[config.mk]
export PLATFORM = sky130hd
export DESIGN_NAME = sercfg_regs
export DESIGN_NICKNAME = d
export VERILOG_FILES = /design/src/rtl/sercfg_pkg.sv /design/src/rtl/sercfg_addr_dec.sv /design/src/rtl/sercfg_flag_cell.sv /design/src/rtl/sercfg_irq_ctl.sv /design/src/rtl/sercfg_regs.sv
export SDC_FILE = /design/constraint.sdc
export NUM_CORES = 1
export LEC_CHECK = 0
export BUFFER_PORTS_ARGS = -buffer_cell sky130_fd_sc_hd__buf_2
export CELL_PAD_IN_SITES_DETAIL_PLACEMENT = 1
export CELL_PAD_IN_SITES_GLOBAL_PLACEMENT = 2
export CORE_MARGIN = 2
export CORE_UTILIZATION = 36
export DETAILED_ROUTE_END_ITERATION = 12
export PLACE_DENSITY = 0.82
export SLEW_MARGIN = 30
export SYNTH_ARGS = -nofsm -noshare
export SYNTH_HDL_FRONTEND = slang
export SYNTH_HIERARCHICAL = 1
export SYNTH_SLANG_ARGS = --single-unit
[constraint.sdc]
create_clock -name clk -period 4.6 [get_ports clk]
set_input_delay 0.23 -clock clk [delete_from_list [all_inputs] [get_ports clk]]
set_output_delay 0.23 -clock clk [all_outputs]
set_load 0.03 [all_outputs]
[src/rtl/sercfg_pkg.sv]
package sercfg_pkg;

   // register indices and their byte offsets
   localparam int NREG     = 10;
   localparam int RI_MODE  = 0;
   localparam int RI_BRATE = 1;
   localparam int RI_CTRL  = 2;
   localparam int RI_TXD   = 3;
   localparam int RI_STAT  = 4;
   localparam int RI_RXD   = 5;
   localparam int RI_FCTL  = 6;
   localparam int RI_RCNT  = 7;
   localparam int RI_PORT  = 8;
   localparam int RI_LSR   = 9;
   localparam int REG_OFF [NREG] = '{0, 4, 8, 12, 16, 20, 24, 28, 32, 36};

   // write masks
   localparam logic [7:0] MODE_MASK = 8'h7B;
   localparam logic [7:0] CTRL_MASK = 8'hFA;
   localparam logic [7:0] PORT_MASK = 8'hF3;

   // control bit positions
   localparam int CB_TIE = 7;
   localparam int CB_RIE = 6;
   localparam int CB_TE  = 5;

   // status flags and their bit positions in the status word
   localparam int NFLAG   = 5;
   localparam int FI_DR   = 0;
   localparam int FI_RDF  = 1;
   localparam int FI_BRK  = 2;
   localparam int FI_TDE  = 3;
   localparam int FI_TEND = 4;
   localparam int STAT_POS [NFLAG] = '{0, 1, 4, 5, 6};
   localparam logic [NFLAG-1:0] FLAG_RST = 5'b11000;

   // FIFO control fields
   localparam int FC_FLUSH = 1;
   localparam int FC_TRG_LO = 6;

   function automatic int trig_of(input logic [1:0] sel);
      case (sel)
         2'd0:    return 1;
         2'd1:    return 4;
         2'd2:    return 8;
         default: return 14;
      endcase
   endfunction

endpackage

[src/rtl/sercfg_addr_dec.sv]
module sercfg_addr_dec
   import sercfg_pkg::*;
#(
   parameter int AW = 6
) (
   input  logic                bus_en,
   input  logic                bus_we,
   input  logic [AW-1:0]       bus_addr,
   output logic [NREG-1:0]     wr_sel,
   output logic [NREG-1:0]     rd_sel,
   output logic                rd_miss
);

   logic [NREG-1:0] hit;

   initial begin
      if (AW < 6) $error("sercfg_addr_dec: AW must be at least 6");
   end

   for (genvar g = 0; g < NREG; g++) begin : g_hit
      assign hit[g]    = (bus_addr == AW'(REG_OFF[g]));
      assign wr_sel[g] = bus_en &  bus_we & hit[g];
      assign rd_sel[g] = bus_en & ~bus_we & hit[g];
   end

   assign rd_miss = bus_en & ~bus_we & ~(|hit);

endmodule

[src/rtl/sercfg_flag_cell.sv]
module sercfg_flag_cell #(
   parameter logic RST_VAL = 1'b0
) (
   input  logic clk,
   input  logic rst_n,
   input  logic set,
   input  logic clr,
   output logic q
);

   always_ff @(posedge clk or negedge rst_n) begin
      if (!rst_n)   q <= RST_VAL;
      else if (set) q <= 1'b1;
      else if (clr) q <= 1'b0;
   end

endmodule

[src/rtl/sercfg_irq_ctl.sv]
module sercfg_irq_ctl (
   input  logic clk,
   input  logic rst_n,
   input  logic ctrl_wr,
   input  logic tie_wval,
   input  logic rie_wval,
   input  logic rie_q,
   input  logic rx_ack,
   input  logic rx_raise,
   input  logic brk_q,
   output logic txi,
   output logic rxi,
   output logic bri
);

   logic rx_drop;

   assign rx_drop = rx_ack | (ctrl_wr & ~rie_wval);

   always_ff @(posedge clk or negedge rst_n) begin
      if (!rst_n) begin
         txi <= 1'b0;
         rxi <= 1'b0;
      end else begin
         if (ctrl_wr) txi <= tie_wval;
         if (rx_drop)                rxi <= 1'b0;
         else if (rx_raise && rie_q) rxi <= 1'b1;
      end
   end

   assign bri = brk_q & rie_q;

   // a clearing write always wins on the receive line
   p_rx_drop_r4: assert property (@(posedge clk) disable iff (!rst_n)
      rx_drop |=> !rxi);

endmodule

[src/rtl/sercfg_regs.sv]
module sercfg_regs
   import sercfg_pkg::*;
#(
   parameter  int AW         = 6,
   parameter  int DW         = 16,
   parameter  int FIFO_DEPTH = 16,
   localparam int CNT_W      = $clog2(FIFO_DEPTH + 1)
) (
   input  logic             clk,
   input  logic             rst_n,
   input  logic             bus_en,
   input  logic             bus_we,
   input  logic [AW-1:0]    bus_addr,
   input  logic [DW-1:0]    bus_wdata,
   output logic [DW-1:0]    bus_rdata,
   output logic             tx_valid,
   output logic [7:0]       tx_byte,
   input  logic [CNT_W-1:0] fifo_level,
   input  logic [7:0]       fifo_head,
   output logic             rx_pop,
   output logic             fifo_flush,
   output logic [CNT_W-1:0] rx_trig,
   input  logic             rx_thresh_evt,
   input  logic             rx_idle_evt,
   input  logic             brk_evt,
   output logic             txi,
   output logic             rxi,
   output logic             bri
);

   initial begin
      if (DW < 16)         $error("sercfg_regs: DW must be at least 16");
      if (FIFO_DEPTH < 14) $error("sercfg_regs: FIFO_DEPTH must cover the largest trigger");
   end

   logic [NREG-1:0]  wr_sel, rd_sel;
   logic             rd_miss;
   logic [7:0]       mode_q, brate_q, ctrl_q, port_q;
   logic [DW-1:0]    fctl_q;
   logic [NFLAG-1:0] flag_q, flag_set, flag_clr;
   logic [7:0]       stat_word;
   logic             rearm, pop_drop, rx_ack;

   sercfg_addr_dec #(.AW(AW)) u_dec (
      .bus_en  (bus_en),
      .bus_we  (bus_we),
      .bus_addr(bus_addr),
      .wr_sel  (wr_sel),
      .rd_sel  (rd_sel),
      .rd_miss (rd_miss)
   );

   // configuration registers
   always_ff @(posedge clk or negedge rst_n) begin
      if (!rst_n) begin
         mode_q  <= 8'h00;
         brate_q <= 8'hFF;
         ctrl_q  <= 8'h20;
         port_q  <= 8'h00;
         fctl_q  <= '0;
      end else begin
         if (wr_sel[RI_MODE])  mode_q  <= bus_wdata[7:0] & MODE_MASK;
         if (wr_sel[RI_BRATE]) brate_q <= bus_wdata[7:0];
         if (wr_sel[RI_CTRL])  ctrl_q  <= bus_wdata[7:0] & CTRL_MASK;
         if (wr_sel[RI_PORT])  port_q  <= bus_wdata[7:0] & PORT_MASK;
         if (wr_sel[RI_FCTL])  fctl_q  <= bus_wdata;
      end
   end

   // transmit strobe and flush pulse
   always_ff @(posedge clk or negedge rst_n) begin
      if (!rst_n) begin
         tx_valid   <= 1'b0;
         tx_byte    <= 8'h00;
         fifo_flush <= 1'b0;
      end else begin
         tx_valid   <= wr_sel[RI_TXD];
         fifo_flush <= wr_sel[RI_FCTL] & bus_wdata[FC_FLUSH];
         if (wr_sel[RI_TXD]) tx_byte <= bus_wdata[7:0];
      end
   end

   assign rx_trig  = CNT_W'(trig_of(fctl_q[FC_TRG_LO +: 2]));
   assign rx_pop   = rd_sel[RI_RXD] & (fifo_level != '0);
   assign pop_drop = rx_pop & ((fifo_level - CNT_W'(1)) < rx_trig);
   assign rearm    = rd_sel[RI_STAT] & ctrl_q[CB_TE];

   // set / clear sources for each status flag
   always_comb begin
      flag_set = '0;
      flag_clr = '0;
      for (int i = 0; i < NFLAG; i++)
         flag_clr[i] = wr_sel[RI_STAT] & ~bus_wdata[STAT_POS[i]];
      flag_set[FI_TEND] = rearm | (wr_sel[RI_CTRL] & ~bus_wdata[CB_TE]);
      flag_set[FI_TDE]  = rearm;
      flag_clr[FI_TDE]  = flag_clr[FI_TDE] | wr_sel[RI_TXD];
      flag_set[FI_BRK]  = brk_evt;
      flag_set[FI_RDF]  = rx_thresh_evt;
      flag_clr[FI_RDF]  = flag_clr[FI_RDF] | pop_drop
                        | (wr_sel[RI_FCTL] & bus_wdata[FC_FLUSH]);
      flag_set[FI_DR]   = rx_idle_evt;
   end

   for (genvar f = 0; f < NFLAG; f++) begin : g_flag
      sercfg_flag_cell #(.RST_VAL(FLAG_RST[f])) u_cell (
         .clk  (clk),
         .rst_n(rst_n),
         .set  (flag_set[f]),
         .clr  (flag_clr[f]),
         .q    (flag_q[f])
      );
   end

   always_comb begin
      stat_word = 8'h00;
      for (int i = 0; i < NFLAG; i++) stat_word[STAT_POS[i]] = flag_q[i];
   end

   assign rx_ack = wr_sel[RI_STAT] & ~(bus_wdata[STAT_POS[FI_RDF]] & bus_wdata[STAT_POS[FI_DR]]);

   sercfg_irq_ctl u_irq (
      .clk     (clk),
      .rst_n   (rst_n),
      .ctrl_wr (wr_sel[RI_CTRL]),
      .tie_wval(bus_wdata[CB_TIE]),
      .rie_wval(bus_wdata[CB_RIE]),
      .rie_q   (ctrl_q[CB_RIE]),
      .rx_ack  (rx_ack),
      .rx_raise(rx_thresh_evt | rx_idle_evt),
      .brk_q   (flag_q[FI_BRK]),
      .txi     (txi),
      .rxi     (rxi),
      .bri     (bri)
   );

   // read mux
   always_comb begin
      bus_rdata = '0;
      if (rd_sel[RI_MODE])  bus_rdata = DW'(mode_q);
      if (rd_sel[RI_BRATE]) bus_rdata = DW'(brate_q);
      if (rd_sel[RI_CTRL])  bus_rdata = DW'(ctrl_q);
      if (rd_sel[RI_STAT])  bus_rdata = DW'(stat_word);
      if (rx_pop)           bus_rdata = DW'(fifo_head);
      if (rd_sel[RI_FCTL])  bus_rdata = fctl_q;
      if (rd_sel[RI_RCNT])  bus_rdata = DW'(fifo_level);
      if (rd_sel[RI_PORT])  bus_rdata = DW'(port_q);
   end

   // assertions
   p_tx_strobe_r6: assert property (@(posedge clk) disable iff (!rst_n)
      wr_sel[RI_TXD] |=> tx_valid && !flag_q[FI_TDE] && tx_byte == $past(bus_wdata[7:0]));

   p_rearm_r7: assert property (@(posedge clk) disable iff (!rst_n)
      rearm |=> flag_q[FI_TEND] && flag_q[FI_TDE]);

   p_txi_follow_r5: assert property (@(posedge clk) disable iff (!rst_n)
      wr_sel[RI_CTRL] |=> txi == $past(bus_wdata[CB_TIE]));

   p_flush_pulse_r8: assert property (@(posedge clk) disable iff (!rst_n)
      (wr_sel[RI_FCTL] && bus_wdata[FC_FLUSH]) |=> fifo_flush && !flag_q[FI_RDF] || $past(rx_thresh_evt));

   p_brk_sets_r12: assert property (@(posedge clk) disable iff (!rst_n)
      brk_evt |=> flag_q[FI_BRK]);

   p_no_empty_pop_r10: assert property (@(posedge clk) disable iff (!rst_n)
      fifo_level == '0 |-> !rx_pop);

   always_ff @(posedge clk) begin
      if (rst_n && rd_miss)
         p_unmapped_zero_r9: assert (bus_rdata == '0);
   end

endmodule

Word level (Yosys, flattened, before mapping)
Index checks and enable logic that the tools add are counted.
- output and inout port bits: 35
- bits of input ports: 42
- register bits: 59
- word-level logic and storage cells: 102
- bitwise gates (word level): 44
- reductions and logical operators: 10
- eq/ne operators: 10
- order comparisons: 1
- multiplexer cells: 21
- $add $sub $neg: 1
- operators with widths (cell ; count):
    $mux W16 ; 7
    $and A1 B1 Y1 ; 31
    $eq A6 B5 Y1 const B ; 4
    $eq A6 B4 Y1 const B ; 2
    $mux W1 ; 12
    $pmux W4 S3 ; 1
    $reduce_bool A2 Y1 ; 6
    $mux W7 ; 1
    $not A1 Y1 ; 7
    $eq A6 B3 Y1 const B ; 1
    $eq A6 B6 Y1 const B ; 1
    $logic_not A6 Y1 ; 1
    $or A1 B1 Y1 ; 6
    $lt A5 B5 Y1 ; 1
    $reduce_bool A5 Y1 ; 1
    $sub A5 B1 Y5 const B ; 1
    $eq A2 B1 Y1 const B ; 1
    $eq A2 B2 Y1 const B ; 1
    $logic_not A2 Y1 ; 1
    $logic_and A1 B1 Y1 ; 1

Longest topological paths before layout
Gate-level depths: netlist (run 1).
- depth in word-level cells: 11
- gate-level depth with buffers: 9
- depth with buffers taken out: 9

Modules after synthesis
Netlist (run 1), hierarchy kept.
- modules (own cells, without submodules) (module ; sequential area each (um^2) ; times used ; area an instance (um^2) ; cells an instance):
    sercfg_regs ; 1312.5 ; 1 ; 2683.8 ; 241
    sercfg_addr_dec ; 0.0 ; 1 ; 202.7 ; 36
    sercfg_flag_cell (g_flag[0].u_cell ...) ; 25.0 ; 3 ; 36.3 ; 3
    sercfg_irq_ctl ; 50.0 ; 1 ; 87.6 ; 7
    sercfg_flag_cell (g_flag[3].u_cell ...) ; 26.3 ; 2 ; 37.5 ; 3

Worst setup path before layout (run 1)
No wires, ideal clock.
- kind: input port to output port
- from: in bus_addr[3]
- to: out bus_rdata[5]
- path slack: 1.610 ns
- required time: 4.370 ns
- buffers on the path: 1
- cell stages on the path: 7
- data arrival time: 2.760 ns
- path through: or4b_1 clkbuf_1 nor2_1 nand2_8 inv_4 a221oi_1 o41ai_1
- elaborated cells on any way between the ends: 25
- those cells by class: 7 x eq/ne; 8 x mux; 9 x bitwise; 1 x reduce/logical
- RTL lines (element ; line ; text):
    start: declaration ; sercfg_regs.sv:13 ; input logic [AW-1:0] bus_addr,
    $eq A6 B5 Y1 ; sercfg_addr_dec.sv:21 ; assign hit[g] = (bus_addr == AW'(REG_OFF[g]));
    $and A1 B1 Y1 ; sercfg_addr_dec.sv:23 ; assign rd_sel[g] = bus_en & ~bus_we & hit[g];
    via rd_sel[5] ; sercfg_regs.sv:36 ; logic [NREG-1:0] wr_sel, rd_sel;
    $and A1 B1 Y1 ; sercfg_regs.sv:84 ; assign rx_pop = rd_sel[RI_RXD] & (fifo_level != '0);
    via rx_pop ; sercfg_regs.sv:20 ; output logic rx_pop,
    $mux W16 ; sercfg_regs.sv:143 ; if (rx_pop) bus_rdata = DW'(fifo_head);
    $mux W16 ; sercfg_regs.sv:144 ; if (rd_sel[RI_FCTL]) bus_rdata = fctl_q;
    $mux W16 ; sercfg_regs.sv:145 ; if (rd_sel[RI_RCNT]) bus_rdata = DW'(fifo_level);
    $mux W16 ; sercfg_regs.sv:146 ; if (rd_sel[RI_PORT]) bus_rdata = DW'(port_q);
    end: declaration ; sercfg_regs.sv:15 ; output logic [DW-1:0] bus_rdata,
The timed path passes the listed nets, and every way through them passes these cells.

Worst setup path in the final report (run 1)
- from: in bus_addr[3]
- to: out bus_rdata[5]
- elaborated cells on any way between the ends: 25
- those cells by class: 7 x eq/ne; 8 x mux; 9 x bitwise; 1 x reduce/logical
- RTL lines (element ; line ; text):
    $eq A6 B5 Y1 ; sercfg_addr_dec.sv:21 ;
    $and A1 B1 Y1 ; sercfg_addr_dec.sv:23 ;
    via rd_sel[4] ; sercfg_regs.sv:36 ;
    $mux W16 ; sercfg_regs.sv:142 ; if (rd_sel[RI_STAT]) bus_rdata = DW'(stat_word);
    $mux W16 ; sercfg_regs.sv:143 ;
    $mux W16 ; sercfg_regs.sv:144 ;
    $mux W16 ; sercfg_regs.sv:145 ;
    $mux W16 ; sercfg_regs.sv:146 ;
The timed path passes the listed nets, and every way through them passes these cells.

==> metrics.md, run 1 <==
| Metric | Value |
|---|---|
| Fillers | `971` |
| Worst setup EP type | `primary output` |
| Clock Skew | `0.00406 ns` |
| Final #Nets | `407` |
| Die Ht | `97.1 um` |
| Global-route wire length before repair | `14,500 um` |
| Multi-input gate area | `0.00147 mm^2` |
| GRT Overall Usage | `19.6%` |
| Post-CTS resize count | `0` |
| RSZ-0062 raised after global routing | `no` |
| First DRT Iteration DRCs | `99` |
| Worst-Margin Slew | `0.917 ns` |
| Hold buffers post-CTS | `0` |
| Ports | `77` |
| CP arrival | `2.90 ns` |
| DR WL/cell | `18.7 um` |
| CP max FO | `14` |
| Site row count | `33` |
| Synthesized instance count | `290` |
| Clock sink count | `59` |
| Power Density | `309 mW/mm^2` |
| Sw Pwr | `329 uW` |
| Slew Viols, Final | `0` |
| TritonCTS clock tree | `yes` |
| Status | `finished clean` |
| GRT overflow | `0` |
| CTS buffer count | `9` |
| H-tree depth | `3` |
| Crit path time final | `3.13 ns` |
| Max VDD drop | `0.000219 V` |
| CTS Root Cell | `clkbuf_8` |
| Post-route DRC | `0` |
| Register area | `0.00149 mm^2` |
| Maxcap violations | `0` |
| Sequential share of power | `51.3%` |
| Crit start category | `input pin` |
| Worst slack, placed | `1.48 ns` |
| Warnings, synthesis | `6` |
| Setup TNS | `0 ns` |
| Clock share of power | `34.4%` |
| Gate power share | `14.3%` |
| Cell area after synthesis | `0.00312 mm^2` |
| Worst setup margin | `1.47 ns` |
| Fmax achieved | `320 MHz` |
| Dpl hpwl | `6600 um` |
| Min-Delay Path Class | `in -> async` |
| Area added between synthesis and finish | `19.8%` |
| Hold Vio Cnt, Final | `0` |
| Most common cell after layout, fill and taps aside | `buf_2` |
| Core area | `0.00830 mm^2` |
| Synthesized Nets | `336` |
| Die Wd | `97.1 um` |
| Total wire length | `8820 um` |
| Initial antenna violation count | `0` |
| Vias/cell | `5.35` |
| Internal | `825 uW` |
| WP data required | `4.37 ns` |
| Switch share | `28.5%` |
| Number of setup buffers added after CTS | `0` |
| Clk pin slew, worst setup/hold paths | `0.07 ns` |
| Slew Limit Headroom | `38.6%` |
| # setup viols final | `0` |
| Synth Area per Inst | `10.8 um^2` |
| Pleak | `1.84 nW` |
| Worst Setup Path Type | `in -> out` |
| Worst skew pair latency | `0.34 ns` |
| Die Area | `0.00943 mm^2` |
| # diodes | `0` |
| Gpl congestion | `0.839` |
| Commonest non-fill, non-tap cells in the layout | `buf_2, dfrtp_1, mux2_2, nor2_1, inv_1` |
| Largest net degree at the start of global routing | `60` |
| Maximum root-to-sink buffer count | `2` |
| Post-DRT Antenna Nets | `0` |
| Crit share post-route | `68.0%` |
| Ratio of cells with drive above 1 in the final layout | `42.3%` |
| Vias in the first global route | `2,655` |
| TritonRoute pass-1 iters | `6` |
| Initial Util | `37.6%` |
| Port Buffer Count | `75` |
| Via count | `2,520` |
| R2r setup slk | `2.80 ns` |
-- power groups by stage --
stage / clock network [mW] / logic [mW] / registers (mW)
floorplan: 0 / 0.0797 / 0.613
CTS: 0.410 / 0.169 / 0.592
global route: 0.429 / 0.182 / 0.598
global placement: 0 / 0.162 / 0.600
detailed placement: 0 / 0.169 / 0.601
finish: 0.397 / 0.165 / 0.592
-- routing by layer --
layer,vias up,wire [um],GRT usage [%]
met4,0,113,6.18
met2,64,4270,32.4
met5,-,0,0
li1,1176,-,-
met1,1272,4030,25.8
met3,8,410,4.17
-- stage by stage --
| stage | utilization [%] | total power, mW | std cells | area (um^2) | hold slack (ns) |
|---|---|---|---|---|---|
| 3_3_place_gp | 43.1 | 0.762 | 455 | 3580 | 0.417 |
| 5_1_grt | 45.0 | 1.21 | 471 | 3740 | 0.0551 |
| 6_report | 45.0 | 1.15 | 471 | 3740 | 0.0246 |
| 2_1_floorplan | - | 0.692 | 290 | 3120 | -0.0656 |
| 4_1_cts | 45.0 | 1.17 | 471 | 3740 | 0.0609 |
| 3_5_place_dp | 43.1 | 0.770 | 455 | 3580 | 0.416 |
-- registers in the layout, indices dropped and copies added (netlist names) --
register         count
fctl_q              16
brate_q              8
tx_byte              8
mode_q               6
g_flag.u_cell/q      5
fifo_flush           1
port_q               6
u_irq/txi            1
ctrl_q               6
u_irq/rxi            1
tx_valid             1
-- path summary, 6_finish.rpt --
path,from,to,cells after the start
max reg2reg,fctl_q[6]$_DFFE_PN0P_,g_flag[1].u_cell/q$_DFFE_PN0P_,9
max in group asynchronous,rst_n,fctl_q[4]$_DFFE_PN0P_,2
min in group clk,brk_evt,g_flag[2].u_cell/q$_DFFE_PN0P_,2
min,rst_n,tx_byte[5]$_DFFE_PN0P_,2
min reg2reg,fctl_q[10]$_DFFE_PN0P_,fctl_q[10]$_DFFE_PN0P_,1
max,bus_addr[3],bus_rdata[5],8
-- layout make-up --
type | count | area share, %
Sequential cell | 59 | 39.9
Clock buffer | 10 | 3.41
Multi-Input combinational cell | 191 | 39.2
Timing Repair Buffer | 80 | 11.0
Inverter | 20 | 2.08
Tap cell | 105 | 3.52
Clock inverter | 6 | 0.870
-- worst max-delay path, cell delays in order --
cell and delay [ns]:
buf_2 0.11, or4_1 0.63, nor2_1 0.73, nor2_1 0.17
a32oi_1 0.29, a221oi_1 0.14, o41ai_1 0.32, buf_2 0.27
Note: power is estimated with default switching activity, not from simulation.
==> run 2: changes to the inputs <==
Settings changed: CORE_UTILIZATION 36 to 30, PLACE_DENSITY 0.82 to 0.73.
Clock period 4.6 ns to 2.7 ns, I/O delays scaled along.
==> metrics.md, run 2 (same netlist as run 1, synthesis figures left out) <==
| Metric | Value |
|---|---|
| Status | `finished clean` |
| Cell Area, Placed | `0.00370 mm^2` |
| Initial Util | `30.5%` |
| Fmax achieved | `401 MHz` |
| Worst setup margin | `0.204 ns` |
| Final #Nets | `420` |
| Slew Limit Headroom | `49.0%` |
| First DRT Iteration DRCs | `134` |
| Dpl hpwl | `6950 um` |
| Global-route wire length before repair | `15,000 um` |
| Maximum root-to-sink buffer count | `2` |
| DR WL/cell | `17.8 um` |
| Port Buffer Count | `75` |
| Number of setup buffers added after CTS | `0` |
| Initial antenna violation count | `0` |
| Total wire length | `9180 um` |
| Ratio of cells with drive above 1 in the final layout | `44.1%` |
| Most common cell after layout, fill and taps aside | `buf_2` |
| Pleak | `1.96 nW` |
| Vias/cell | `4.95` |
| Die Wd | `106 um` |
| Die Ht | `106 um` |
| # diodes | `0` |
| TritonCTS clock tree | `yes` |
| Setup TNS | `0 ns` |
| RSZ-0062 raised after global routing | `no` |
| CP arrival | `2.36 ns` |
| GRT overflow | `0` |
| Crit path time final | `2.50 ns` |
| Largest net degree at the start of global routing | `60` |
| Post-route DRC | `0` |
| Final non-filler cell total | `515` |
| Commonest non-fill, non-tap cells in the layout | `buf_2, dfrtp_1, mux2_2, nor2_1, inv_1` |
| Power Density | `579 mW/mm^2` |
| Worst setup EP type | `primary output` |
| Max reg flops | `16` |
| Worst skew pair latency | `0.34 ns` |
| Die Area | `0.0112 mm^2` |
| # setup viols final | `0` |
| Hold WS | `0.0223 ns` |
| Slew Viols, Final | `0` |
| Post-DRT Antenna Nets | `0` |
| CTS buffer count | `9` |
| Vias in the first global route | `2,722` |
| R2r setup slk | `0.95 ns` |
| Gpl congestion | `0.792` |
| Hold Vio Cnt, Final | `0` |
| Clk pin slew, worst setup/hold paths | `0.07 ns` |
| Min-Delay Path Class | `in -> reg` |
| Worst-Margin Slew | `0.766 ns` |
| Biggest regs | `fctl_q (16), brate_q (8), tx_byte (8)` |
| WP data required | `2.57 ns` |
| H-tree depth | `3` |
| GRT Overall Usage | `17.5%` |
| Clock sink count | `59` |
| Post-route cell area | `0.00399 mm^2` |
| Register bank with the most flops | `fctl_q` |
| Ports | `77` |
| TritonRoute pass-1 iters | `4` |
| Area added between synthesis and finish | `27.9%` |
| Core area | `0.0102 mm^2` |
| Worst Setup Path Type | `in -> out` |
| Crit start category | `input pin` |
| Worst slack, placed | `0.224 ns` |
| Via count | `2,550` |
| Clock Skew | `0.00466 ns` |
| Maxcap violations | `0` |
| CTS Root Cell | `clkbuf_8` |
| CP max FO | `6` |
| Placed insts | `495` |
| Crit share post-route | `92.5%` |
| Site row count | `37` |
| Max VDD drop | `0.000338 V` |
## run 2: cell count changes in the layout (fill, tap and decap cells not counted), sizes merged
cell         change
buf              +9
bufinv           +3
clkinv           -2
clkinvlp         -1
dlygate4sd3      +4
## run 2: critical path, stage by stage
cell      delay (ns)
buf_2           0.11
or4_1           0.66
nor2_1          0.25
nor2b_1         0.33
a221oi_1        0.13
o41a_1          0.39
o21ai_1         0.13
buf_2           0.22
## run 2: area by class of cell
type                    count  area, um^2
clock buffers              10         138
clock inverters             6         113
fillers                  1170        6240
inverters                  20        77.6
multi-input cells         191        1480
flip-flops and latches     59        1490
well taps                 136         170
repair buffers             93         520
## run 2: path summary, 6_finish.rpt
kind | startpoint | to | cells after the start
min in group asynchronous | rst_n | tx_byte[5]$_DFFE_PN0P_ | 3
max reg2reg | fctl_q[6]$_DFFE_PN0P_ | g_flag[1].u_cell/q$_DFFE_PN0P_ | 9
max | bus_addr[3] | bus_rdata[3] | 8
min reg2reg | tx_byte[2]$_DFFE_PN0P_ | tx_byte[2]$_DFFE_PN0P_ | 1
max in group asynchronous | rst_n | port_q[6]$_DFFE_PN0P_ | 3
min | bus_wdata[15] | fctl_q[15]$_DFFE_PN0P_ | 2
## run 2: where the power goes
| group | internal, mW | switching [mW] |
|---|---|---|
| Combinational | 0.118 | 0.168 |
| Sequential | 0.966 | 0.0409 |
| Clock | 0.640 | 0.378 |
| Total | 1.72 | 0.588 |
## run 2: per-stage QoR
| stage | power (mW) | util (%) |
|---|---|---|
| after floorplan | 1.18 | - |
| after global placement | 1.30 | 36.2 |
| after detailed placement | 1.31 | 36.2 |
| after CTS | 2.35 | 39.0 |
| after global routing | 2.42 | 39.0 |
| final | 2.31 | 39.0 |
## run 2: what timing repair did
action,in CTS,in global routing
endpoints found under the setup margin,0,1
resized for setup,0,1
hold endpoints to repair,51,0
hold buffers,4,0
## run 2: routing by layer
layer  up-vias  global-route usage (%)  share of wire (%)
li1       1200                       -                  -
met1      1297                    23.7                 48
met2        44                    28.3                 48
met3         9                    2.76                2.6
met4         0                    6.48                1.6
met5         -                       0                  0
